`config.mk`:
```
export PLATFORM = sky130hd
export DESIGN_NAME = spi_shadow_sync
export DESIGN_NICKNAME = d
export VERILOG_FILES = /design/src/rtl/spi_sync_pkg.sv /design/src/rtl/sync_group_store.sv /design/src/rtl/sync_frame_sched.sv /design/src/rtl/sync_byte_sel.sv /design/src/rtl/spi_shadow_sync.sv
export SDC_FILE = /design/constraint.sdc
export NUM_CORES = 2
export LEC_CHECK = 0
export ABC_AREA = 1
export BUFFER_PORTS_ARGS = -buffer_cell sky130_fd_sc_hd__buf_2
export CORE_MARGIN = 3
export CORE_UTILIZATION = 50
export CTS_CLUSTER_DIAMETER = 120
export DETAILED_ROUTE_END_ITERATION = 6
export PLACE_DENSITY = 0.69
export RECOVER_POWER = 25
export SLEW_MARGIN = 30
export SYNTH_ARGS = -nofsm -noshare
export SYNTH_HDL_FRONTEND = slang
export SYNTH_SLANG_ARGS = --single-unit
export TNS_END_PERCENT = 50
```
`constraint.sdc`:
```
create_clock -name clk -period 4.3 [get_ports clk]
set_input_delay 0.645 -clock clk [delete_from_list [all_inputs] [get_ports clk]]
set_output_delay 0.645 -clock clk [all_outputs]
set_load 0.1 [all_outputs]
```
`src/rtl/spi_sync_pkg.sv`:
```
// Shared widths and state encodings for the SPI shadow sync controller.
package spi_sync_pkg;
    localparam int ADDR_W  = 15;
    localparam int DATA_W  = 8;
    localparam int HDR_W   = ADDR_W + 1;
    localparam int LEN_W   = 8;
    localparam int NBITS_W = 12;

    // Kind of frame currently being launched or in flight.
    typedef enum logic [2:0] {
        J_MODE  = 3'd0,
        J_WR    = 3'd1,
        J_LUT   = 3'd2,
        J_MISC  = 3'd3,
        J_DUMMY = 3'd4
    } job_e;

    // Command interface phase.
    typedef enum logic [1:0] {
        S_IDLE   = 2'd0,
        S_LAUNCH = 2'd1,
        S_WAIT   = 2'd2
    } st_e;
endpackage

```
`src/rtl/sync_group_store.sv`:
```
// Shadow storage for one contiguous register group, with change detection
// and dirty tracking. PER_ENTRY=1 keeps one dirty bit per register; 0 keeps
// one bit for the whole group. A service window (svc_act .. svc_done) marks
// the entry or group being sent. A change to it inside the window re-arms its
// dirty bit, which is cleared at svc_done.
// Assumes svc_done is a single-cycle pulse that ends an svc_act window.
module sync_group_store
    import spi_sync_pkg::*;
#(
    parameter int BASE      = 32'h020,
    parameter int LEN       = 3,
    parameter int PER_ENTRY = 0,
    localparam int IDX_W    = (LEN > 1) ? $clog2(LEN) : 1,
    localparam int NDIRTY   = (PER_ENTRY != 0) ? LEN : 1,
    localparam int DIDX_W   = (NDIRTY > 1) ? $clog2(NDIRTY) : 1
) (
    input  logic              clk,
    input  logic              rst_n,
    input  logic              host_en,
    input  logic [ADDR_W-1:0] host_addr,
    input  logic [DATA_W-1:0] host_data,
    input  logic [IDX_W-1:0]  rd_idx,
    output logic [DATA_W-1:0] rd_data,
    input  logic              svc_act,
    input  logic [DIDX_W-1:0] svc_idx,
    input  logic              svc_done,
    output logic [NDIRTY-1:0] dirty
);
    localparam logic [ADDR_W-1:0] LO = ADDR_W'(BASE);
    localparam logic [ADDR_W-1:0] HI = ADDR_W'(BASE + LEN);

    logic [DATA_W-1:0] mem [LEN];
    logic              hit;
    logic              changed;
    logic [IDX_W-1:0]  off;
    logic [DIDX_W-1:0] d_off;
    logic              rearm;
    logic [NDIRTY-1:0] dirty_nx;

    assign hit     = host_en && (host_addr >= LO) && (host_addr < HI);
    assign off     = IDX_W'(host_addr - LO);
    assign changed = hit && (mem[off] != host_data);
    assign rd_data = mem[rd_idx];

    // Select the variant that maps an entry offset to its dirty bit.
    generate
        if (PER_ENTRY != 0) begin : g_per_entry
            assign d_off = DIDX_W'(off);
        end else begin : g_whole_group
            assign d_off = '0;
        end
    endgenerate

    // Shadow storage: host writes land here.
    always_ff @(posedge clk) begin
        if (!rst_n) begin
            for (int i = 0; i < LEN; i++) mem[i] <= '0;
        end else if (hit) begin
            mem[off] <= host_data;
        end
    end

    // Re-arm: remembers a change to the entry being sent inside its window.
    always_ff @(posedge clk) begin
        if (!rst_n)                                        rearm <= 1'b0;
        else if (svc_done)                                 rearm <= 1'b0;
        else if (svc_act && changed && (d_off == svc_idx)) rearm <= 1'b1;
    end

    // Next dirty vector: clear served entry at completion, set on change.
    always_comb begin
        dirty_nx = dirty;
        if (svc_done) dirty_nx[svc_idx] = rearm;
        if (changed)  dirty_nx[d_off]   = 1'b1;
    end

    // Dirty register.
    always_ff @(posedge clk) begin
        if (!rst_n) dirty <= '0;
        else        dirty <= dirty_nx;
    end

    a_r2_same_value_quiet: assert property (@(posedge clk) disable iff (!rst_n)
        (host_en && !changed && !svc_done) |=> (dirty == $past(dirty)));

    a_r10_change_marks: assert property (@(posedge clk) disable iff (!rst_n)
        changed |=> dirty[$past(d_off)]);

    a_r10_done_clears: assert property (@(posedge clk) disable iff (!rst_n)
        (svc_done && !rearm && !changed) |=> !dirty[$past(svc_idx)]);
endmodule

```
`src/rtl/sync_frame_sched.sv`:
```
// Frame scheduler: picks the next unit of work in fixed priority order,
// launches it on the command interface and chains the follow-on frames
// (second table burst, dummy write) without returning to idle.
// Assumes the engine raises cmd_done once, after it has taken all bytes.
module sync_frame_sched
    import spi_sync_pkg::*;
#(
    parameter int WR_BASE    = 32'h020,
    parameter int WR_LEN     = 3,
    parameter int LUT_BASE   = 32'h100,
    parameter int LUT_BURST  = 48,
    parameter int LUT_BURSTS = 2,
    parameter int MISC_BASE  = 32'h010,
    parameter int MISC_CNT   = 8,
    parameter int MODE_ADDR  = 32'h000,
    parameter int DUMMY_ADDR = 32'h00A,
    localparam int K_W       = (LUT_BURSTS > 1) ? $clog2(LUT_BURSTS) : 1,
    localparam int MS_W      = (MISC_CNT > 1) ? $clog2(MISC_CNT) : 1
) (
    input  logic               clk,
    input  logic               rst_n,
    input  logic               mode_need,
    input  logic               wr_dirty,
    input  logic               lut_dirty,
    input  logic [MISC_CNT-1:0] misc_dirty,
    input  logic               cmd_done,
    input  logic               cmd_next,
    output logic               cmd_start,
    output logic [HDR_W-1:0]   cmd_hdr,
    output logic [LEN_W-1:0]   cmd_len,
    output logic [NBITS_W-1:0] cmd_nbits,
    output job_e               job,
    output logic [K_W-1:0]     lut_k,
    output logic [MS_W-1:0]    misc_sel,
    output logic [LEN_W-1:0]   byte_idx,
    output logic               mode_fin,
    output logic               wr_act,
    output logic               wr_fin,
    output logic               lut_act,
    output logic               lut_fin,
    output logic               misc_act,
    output logic               misc_fin
);
    localparam logic [K_W-1:0] K_LAST = K_W'(LUT_BURSTS - 1);

    st_e               st;
    logic              done_evt;
    logic              go;
    job_e              nj;
    logic [K_W-1:0]    nk;
    logic [MS_W-1:0]   ns;
    logic [MS_W-1:0]   pe;
    logic [ADDR_W-1:0] naddr;
    logic [LEN_W-1:0]  nlen;

    assign done_evt  = (st == S_WAIT) && cmd_done;
    assign cmd_start = (st == S_LAUNCH);

    // Lowest-index pending individual register.
    always_comb begin
        pe = '0;
        for (int i = MISC_CNT - 1; i >= 0; i--) begin
            if (misc_dirty[i]) pe = MS_W'(i);
        end
    end

    // Next-frame decision: priority pick when idle, chaining on completion.
    always_comb begin
        go = 1'b0;
        nj = job;
        nk = lut_k;
        ns = misc_sel;
        if (st == S_IDLE) begin
            if (mode_need) begin
                go = 1'b1; nj = J_MODE;
            end else if (wr_dirty) begin
                go = 1'b1; nj = J_WR;
            end else if (lut_dirty) begin
                go = 1'b1; nj = J_LUT; nk = '0;
            end else if (|misc_dirty) begin
                go = 1'b1; nj = J_MISC; ns = pe;
            end
        end else if (done_evt) begin
            if (job == J_WR) begin
                go = 1'b1; nj = J_DUMMY;
            end else if (job == J_LUT) begin
                go = 1'b1;
                if (lut_k != K_LAST) begin
                    nj = J_LUT; nk = lut_k + K_W'(1);
                end else begin
                    nj = J_DUMMY;
                end
            end
        end
    end

    // Start address and byte count of the frame about to launch.
    always_comb begin
        case (nj)
            J_MODE:  begin naddr = ADDR_W'(MODE_ADDR);  nlen = LEN_W'(1); end
            J_WR:    begin naddr = ADDR_W'(WR_BASE);    nlen = LEN_W'(WR_LEN); end
            J_LUT:   begin naddr = ADDR_W'(LUT_BASE + int'(nk) * LUT_BURST);
                           nlen  = LEN_W'(LUT_BURST); end
            J_MISC:  begin naddr = ADDR_W'(MISC_BASE + int'(ns)); nlen = LEN_W'(1); end
            default: begin naddr = ADDR_W'(DUMMY_ADDR); nlen = LEN_W'(1); end
        endcase
    end

    // Command phase sequencing.
    always_ff @(posedge clk) begin
        if (!rst_n)                st <= S_IDLE;
        else if (go)               st <= S_LAUNCH;
        else if (st == S_LAUNCH)   st <= S_WAIT;
        else if (done_evt)         st <= S_IDLE;
    end

    // Frame descriptor registers, loaded at each launch.
    always_ff @(posedge clk) begin
        if (!rst_n) begin
            job       <= J_MODE;
            lut_k     <= '0;
            misc_sel  <= '0;
            cmd_hdr   <= '0;
            cmd_len   <= '0;
            cmd_nbits <= '0;
        end else if (go) begin
            job       <= nj;
            lut_k     <= nk;
            misc_sel  <= ns;
            cmd_hdr   <= {1'b0, naddr};
            cmd_len   <= nlen;
            cmd_nbits <= NBITS_W'(HDR_W + DATA_W * int'(nlen));
        end
    end

    // Byte stream position: restarts at launch, steps on each engine request.
    always_ff @(posedge clk) begin
        if (!rst_n)                                byte_idx <= '0;
        else if (go)                               byte_idx <= '0;
        else if (cmd_next && (byte_idx < cmd_len)) byte_idx <= byte_idx + LEN_W'(1);
    end

    assign mode_fin = done_evt && (job == J_MODE);
    assign wr_act   = (st != S_IDLE) && (job == J_WR);
    assign wr_fin   = done_evt && (job == J_WR);
    assign lut_act  = (st != S_IDLE) && (job == J_LUT);
    assign lut_fin  = done_evt && (job == J_LUT) && (lut_k == K_LAST);
    assign misc_act = (st != S_IDLE) && (job == J_MISC);
    assign misc_fin = done_evt && (job == J_MISC);

    a_r12_start_pulse: assert property (@(posedge clk) disable iff (!rst_n)
        cmd_start |=> !cmd_start);

    a_r12_hdr_stable: assert property (@(posedge clk) disable iff (!rst_n)
        (st == S_WAIT) |-> ($stable(cmd_hdr) && $stable(cmd_len)));

    a_r5_write_bit: assert property (@(posedge clk) disable iff (!rst_n)
        cmd_start |-> !cmd_hdr[HDR_W-1]);

    a_r5_nbits: assert property (@(posedge clk) disable iff (!rst_n)
        cmd_start |-> (int'(cmd_nbits) == HDR_W + DATA_W * int'(cmd_len)));

    a_r9_mode_first: assert property (@(posedge clk) disable iff (!rst_n)
        ((st == S_IDLE) && mode_need) |=>
            (cmd_start && (cmd_hdr[ADDR_W-1:0] == ADDR_W'(MODE_ADDR))));

    a_r6_dummy_after_wr: assert property (@(posedge clk) disable iff (!rst_n)
        (done_evt && (job == J_WR)) |=>
            (cmd_start && (cmd_hdr[ADDR_W-1:0] == ADDR_W'(DUMMY_ADDR))));
endmodule

```
`src/rtl/sync_byte_sel.sv`:
```
// Byte stream source: maps the active frame kind and stream position onto
// the read port of the matching shadow group. Purely combinational.
// Assumes byte_idx stays below the frame length while bytes are taken.
module sync_byte_sel
    import spi_sync_pkg::*;
#(
    parameter int            WR_LEN     = 3,
    parameter int            LUT_BURST  = 48,
    parameter int            LUT_BURSTS = 2,
    parameter logic [7:0]    MODE_VAL   = 8'h3C,
    localparam int K_W       = (LUT_BURSTS > 1) ? $clog2(LUT_BURSTS) : 1,
    localparam int WIDX_W    = (WR_LEN > 1) ? $clog2(WR_LEN) : 1,
    localparam int LIDX_W    = $clog2(LUT_BURST * LUT_BURSTS)
) (
    input  job_e              job,
    input  logic [K_W-1:0]    lut_k,
    input  logic [LEN_W-1:0]  byte_idx,
    input  logic [DATA_W-1:0] wr_rd,
    input  logic [DATA_W-1:0] lut_rd,
    input  logic [DATA_W-1:0] misc_rd,
    output logic [WIDX_W-1:0] wr_idx,
    output logic [LIDX_W-1:0] lut_idx,
    output logic [DATA_W-1:0] cmd_byte
);
    assign wr_idx  = WIDX_W'(byte_idx);
    assign lut_idx = LIDX_W'(int'(lut_k) * LUT_BURST + int'(byte_idx));

    // Data byte for the current frame kind.
    always_comb begin
        case (job)
            J_MODE:  cmd_byte = MODE_VAL;
            J_WR:    cmd_byte = wr_rd;
            J_LUT:   cmd_byte = lut_rd;
            J_MISC:  cmd_byte = misc_rd;
            default: cmd_byte = '0;
        endcase
    end
endmodule

```
`src/rtl/spi_shadow_sync.sv`:
```
// Top of the SPI shadow sync controller. Holds three shadow groups (write
// group, lookup table, individual registers), tracks the peripheral's mode
// value, and feeds an SPI master engine with change-driven frames.
// Assumes the engine follows the start/next/done handshake of the ports.
module spi_shadow_sync
    import spi_sync_pkg::*;
#(
    parameter int         WR_BASE    = 32'h020,
    parameter int         WR_LEN     = 3,
    parameter int         LUT_BASE   = 32'h100,
    parameter int         LUT_BURST  = 48,
    parameter int         LUT_BURSTS = 2,
    parameter int         MISC_BASE  = 32'h010,
    parameter int         MISC_CNT   = 8,
    parameter int         MODE_ADDR  = 32'h000,
    parameter logic [7:0] MODE_VAL   = 8'h3C,
    parameter int         DUMMY_ADDR = 32'h00A,
    localparam int LUT_LEN = LUT_BURST * LUT_BURSTS,
    localparam int K_W     = (LUT_BURSTS > 1) ? $clog2(LUT_BURSTS) : 1,
    localparam int MS_W    = (MISC_CNT > 1) ? $clog2(MISC_CNT) : 1,
    localparam int WIDX_W  = (WR_LEN > 1) ? $clog2(WR_LEN) : 1,
    localparam int LIDX_W  = $clog2(LUT_LEN)
) (
    input  logic         clk,
    input  logic         rst_n,
    input  logic         host_we,
    input  logic [14:0]  host_addr,
    input  logic [7:0]   host_wdata,
    output logic         cmd_start,
    output logic [15:0]  cmd_hdr,
    output logic [7:0]   cmd_len,
    output logic [11:0]  cmd_nbits,
    output logic [7:0]   cmd_byte,
    input  logic         cmd_next,
    input  logic         cmd_done
);
    logic [DATA_W-1:0]   mode_seen;
    logic                mode_need;
    logic                wr_dirty;
    logic                lut_dirty;
    logic [MISC_CNT-1:0] misc_dirty;
    job_e                job;
    logic [K_W-1:0]      lut_k;
    logic [MS_W-1:0]     misc_sel;
    logic [LEN_W-1:0]    byte_idx;
    logic                mode_fin, wr_act, wr_fin, lut_act, lut_fin, misc_act, misc_fin;
    logic [WIDX_W-1:0]   wr_idx;
    logic [LIDX_W-1:0]   lut_idx;
    logic [DATA_W-1:0]   wr_rd, lut_rd, misc_rd;

    // Last known mode value of the peripheral: host reports, restore confirms.
    always_ff @(posedge clk) begin
        if (!rst_n)                                                mode_seen <= '0;
        else if (host_we && (host_addr == ADDR_W'(MODE_ADDR)))     mode_seen <= host_wdata;
        else if (mode_fin)                                         mode_seen <= MODE_VAL;
    end

    assign mode_need = (mode_seen != MODE_VAL);

    sync_group_store #(.BASE(WR_BASE), .LEN(WR_LEN), .PER_ENTRY(0)) u_wr_store (
        .clk, .rst_n,
        .host_en(host_we), .host_addr, .host_data(host_wdata),
        .rd_idx(wr_idx), .rd_data(wr_rd),
        .svc_act(wr_act), .svc_idx(1'b0), .svc_done(wr_fin),
        .dirty(wr_dirty)
    );

    sync_group_store #(.BASE(LUT_BASE), .LEN(LUT_LEN), .PER_ENTRY(0)) u_lut_store (
        .clk, .rst_n,
        .host_en(host_we), .host_addr, .host_data(host_wdata),
        .rd_idx(lut_idx), .rd_data(lut_rd),
        .svc_act(lut_act), .svc_idx(1'b0), .svc_done(lut_fin),
        .dirty(lut_dirty)
    );

    sync_group_store #(.BASE(MISC_BASE), .LEN(MISC_CNT), .PER_ENTRY(1)) u_misc_store (
        .clk, .rst_n,
        .host_en(host_we), .host_addr, .host_data(host_wdata),
        .rd_idx(misc_sel), .rd_data(misc_rd),
        .svc_act(misc_act), .svc_idx(misc_sel), .svc_done(misc_fin),
        .dirty(misc_dirty)
    );

    sync_frame_sched #(
        .WR_BASE(WR_BASE), .WR_LEN(WR_LEN), .LUT_BASE(LUT_BASE),
        .LUT_BURST(LUT_BURST), .LUT_BURSTS(LUT_BURSTS),
        .MISC_BASE(MISC_BASE), .MISC_CNT(MISC_CNT),
        .MODE_ADDR(MODE_ADDR), .DUMMY_ADDR(DUMMY_ADDR)
    ) u_sched (
        .clk, .rst_n,
        .mode_need, .wr_dirty, .lut_dirty, .misc_dirty,
        .cmd_done, .cmd_next,
        .cmd_start, .cmd_hdr, .cmd_len, .cmd_nbits,
        .job, .lut_k, .misc_sel, .byte_idx,
        .mode_fin, .wr_act, .wr_fin, .lut_act, .lut_fin, .misc_act, .misc_fin
    );

    sync_byte_sel #(
        .WR_LEN(WR_LEN), .LUT_BURST(LUT_BURST), .LUT_BURSTS(LUT_BURSTS), .MODE_VAL(MODE_VAL)
    ) u_byte_sel (
        .job, .lut_k, .byte_idx, .wr_rd, .lut_rd, .misc_rd,
        .wr_idx, .lut_idx, .cmd_byte
    );

    a_r3_mode_byte: assert property (@(posedge clk) disable iff (!rst_n)
        (cmd_start && (cmd_hdr[14:0] == 15'(MODE_ADDR))) |-> (cmd_byte == MODE_VAL));

    a_r1_reset_quiet: assert property (@(posedge clk)
        !rst_n |=> !cmd_start);
endmodule

```
==> summary.md <==
| Metric | Value |
|---|---|
| Peak supply drop | 0.000444 V |
| Grt ovf | 0 |
| Simple-Gate Fraction of Synth Area | 22.7% |
| Core area | 0.122 mm² |
| Crit-path slowest cell | o211ai_1 |
| GRT Util Overall | 37.0% |
| Worst Setup Start Kind | flop |
| Routed WL | 244 mm |
| Period utilization | 107% |
| Max incr delay on CP | 0.70 ns |
| YS warnings | 0 |
| Worst min path class | input port to flop |
| Layout cells sized above 1 | 7.23% |
| Clock power frac | 40.6% |
| Post-Route Utilization | 57.9% |
| Area growth, synth to finish | 14.8% |
| Clk slew on worst S/H paths | 0.07 ns |
| Yosys cell types | 46 |
| Largest net degree at the start of global routing | 91 |
| Flop and latch count out of synthesis | 1,173 |
| Most common cell in the netlist | nor2_1 |
| Mux cell area share after synthesis | 0.0163% |
| Initial antenna violation count | 11 |
| Worst Hold Path Cells | 4 |
| Die Span Y | 357 µm |
| WS Path Type | flop to output pin |
| Clock Sinks | 1,173 |
| Post-synth EDFFs | 1,120 |
| Async set-or-reset flop fraction in the synthesized netlist | 0% |
| Internal power | 20.4 mW |
| RSZ-0062 raised after global routing | yes |
| Most frequent CP cell | nand3_2 |
| Worst skew pair latency | 0.79 ns |
| IO Port Bufs | 52 |
| Seq pwr share | 48.4% |
| GPL Wtd Cong | 1.01 |
| Via density | 6.26 |
| NumNets Final | 7,563 |
| Clock Skews | 0.0200 ns |
| Root Driver | clkbuf_16 |
| Worst-Margin Slew | 2.23 ns |
| Crit-path max FO | 24 |
| Synth Area per Inst | 8.41 µm² |
| Sw Ratio | 26.8% |
| Register area share after synthesis | 56.4% |
| Outcome | finished, violations left |
| F_max | 0.217 GHz |
| Failing checks | capacitance limit, slew limit, setup timing |
| Comb pwr share | 11.0% |
| Synth cell count leaders | nor2_1 (1,560), nand2_1 (1,323), edfxtp_1 (1,120) |
| Largest cells by area after synthesis | edfxtp_1 (55%), nor2_1 (9.5%), nand2_1 (8.1%) |
| TritonCTS Buffers | 133 |
| Share of the synthesized area in the top cell type | 54.7% |
| DP HPWL | 148 mm |
| Final Hold Violating Endpoints | 0 |
| Global-route wire length before repair | 348 mm |
| Number of core rows | 128 |
| Worst R2R Setup Slack | 0.79 ns |
| Critical Path AT | 3.95 ns |
| Vias | 58,000 |
| Slew HR | -48.8% |
| TNS Setup | -10.38 ns |
| Bufs on Longest Clock Path | 3 |
| Origin of the critical flop-to-flop path | mode_seen[7]$_SDFFE_PN0P_ |
| Initial core utilization | 50.4% |
| Count of final max-slew check failures | 393 |
| IO Pins | 73 |
| Max-Cap Viols | 10 |
| Vias in the first global route | 53,100 |
| Final setup vio count | 82 |
| Psw | 7.46 mW |
| XOR/XNOR Fraction of Synth Area | 0.285% |
| Layout filler cell count | 10,800 |
| Post-route ant nets | 0 |
| Compound-Gate Fraction of Synth Area | 13.5% |
| Yosys top cell by area | edfxtp_1 |
| H-tree depth | 4 |
| CP Capture Type | output pin |
| Cells after Synth | 7,311 |
| Final min period | 4.60 ns |
| Die span in x | 357 µm |
| Reg2reg path depth | 11 |
| Post-Synthesis Cell Area | 0.0615 mm² |
| DRT iter0 DRCs | 10,500 |
| Ys flop type | edfxtp_1 |
| Hold Path Origin | cmd_done |
| Die Area | 0.127 mm² |
| Wire per inst | 26.3 µm |
| PnR worst setup slack | -0.298 ns |
| Worst r2r dst | u_sched.byte_idx[0]$_SDFFE_PP0P_ |
| Post-synthesis adder-cell area fraction | 0.134% |
| CTS tree | built |
| Pleak | 27.8 nW |
| Crit-path cells | buf_6 > buf_16 > nor2_1 > o21ai_0 > nand2_1 > nand3_2 > o31ai_2 > o211ai_1 > nand3_2 > nand4_1 > buf_12 |
| Pwr Density | 395 mW/mm² |
| DRT Pass-1 Iters | 7 |
| Worst Path Required | 3.65 ns |
| Combinational family with the most area after synthesis | simple AND/OR/NAND/NOR gates |
| Residual DRC | 0 |
| Hold Path End | u_sched.st[1]$_SDFFE_PP0P_ |
-- registers in the layout, summed over array words and instances, names as in the netlist, 2 cells and up, named ones only --
name	count
u_lut_store.mem	1024
u_misc_store.mem	64
u_wr_store.mem	32
mode_seen	8
u_misc_store.dirty	8
u_sched.byte_idx	8
u_sched.cmd_hdr	7
u_sched.cmd_len	3
u_sched.misc_sel	3
u_sched.job	2
u_sched.st	2
-- metrics by stage --
| stage | setup WS (ns) | area (µm²) | std cells | power, mW | hold slack [ns] |
|---|---|---|---|---|---|
| 3_5_place_dp | 0.300 | 65500 | 8977 | 16.5 | 0.442 |
| 5_1_grt | -0.193 | 70600 | 9257 | 28.6 | 0.207 |
| 2_1_floorplan | 0.770 | 62500 | 7594 | 15.3 | 0.419 |
| 4_1_cts | -0.0559 | 70600 | 9246 | 27.7 | 0.142 |
| 6_report | -0.298 | 70600 | 9265 | 27.9 | 0.174 |
| 3_3_place_gp | 0.166 | 65500 | 8977 | 16.5 | 0.434 |
-- logic make-up after synthesis --
logic type / Yosys count
fa+ha+maj: 6
other cells: 1
simple gates: 3477
compound gates: 1570
mux: 1
buf+inv: 1063
flops: 1173
xor+xnor: 20
-- critical path, delay by kind of cell, from the launching register on --
kind            cells  cell delay, ns
buf+inv             3            0.65
compound gates      3            0.96
simple gates        5            1.02
flops               1            0.48
-- area by class of cell --
type	count	area (µm²)	share of cell area, %
clock inverter	68	607	0.860
multi-input combinational	5358	23900	33.9
clock buffer	169	3610	5.11
antenna	9	22.5	0.0319
sequential	1173	34700	49.2
timing repair buffer	345	3640	5.15
timing repair inverter	4	40.0	0.0567
inverter	514	2000	2.83
tap	1625	2030	2.88
-- metal layers --
layer  share of wire [%]  track usage (%)
met1                  35             48.0
met2                  43             55.0
met3                  15             10.4
met4                 7.1             23.0
met5               0.041                0
-- power groups by stage --
stage | Sequential [mW] | Combinational, mW | Clock, mW
final | 13.5 | 3.06 | 11.3
after global routing | 13.5 | 3.22 | 11.8
after CTS | 13.5 | 2.91 | 11.3
after detailed placement | 13.7 | 2.82 | 0
after global placement | 13.7 | 2.79 | 0
after floorplan | 13.6 | 1.73 | 0
-- how the worst max path moves through the flow --
stage,start,endpoint,slack [ns],depth (start not counted)
after floorplan,u_sched.byte_idx[0]$_SDFFE_PP0P_,cmd_byte[2],0.77,12
after global placement,u_sched.byte_idx[0]$_SDFFE_PP0P_,cmd_byte[0],0.17,11
after detailed placement,u_sched.byte_idx[0]$_SDFFE_PP0P_,cmd_byte[3],0.30,14
after CTS,u_sched.byte_idx[0]$_SDFFE_PP0P_,cmd_byte[3],-0.06,11
after global routing,u_sched.byte_idx[1]$_SDFFE_PP0P_,cmd_byte[3],-0.19,13
final,u_sched.byte_idx[0]$_SDFFE_PP0P_,cmd_byte[3],-0.30,11
-- what timing repair did --
action	4_1_cts	5_1_grt
setup buffers	19	4
hold buffers	0	0
endpoints found under the setup margin	8	8
pin swaps	20	11
gates cloned	13	6
gates resized for setup	80	22
-- placed cells by master (no fill, tap or decap), drive strengths merged, types with 10 or more instances in the layout --
master and count:
nor2 1561, nand2 1325, edfxtp 1120, o21ai 781, a21oi 577, inv 520, nand3 438, conb 284
buf 270, clkbuf 234, nand4 113, o22ai 88, dfxtp 53, clkinv 52, o211ai 39, a22oi 24
nor3 20, xor2 18, o311ai 14, o2111ai 13, nor4 10, bufbuf 10
Power figures use the tool's default switching activity.
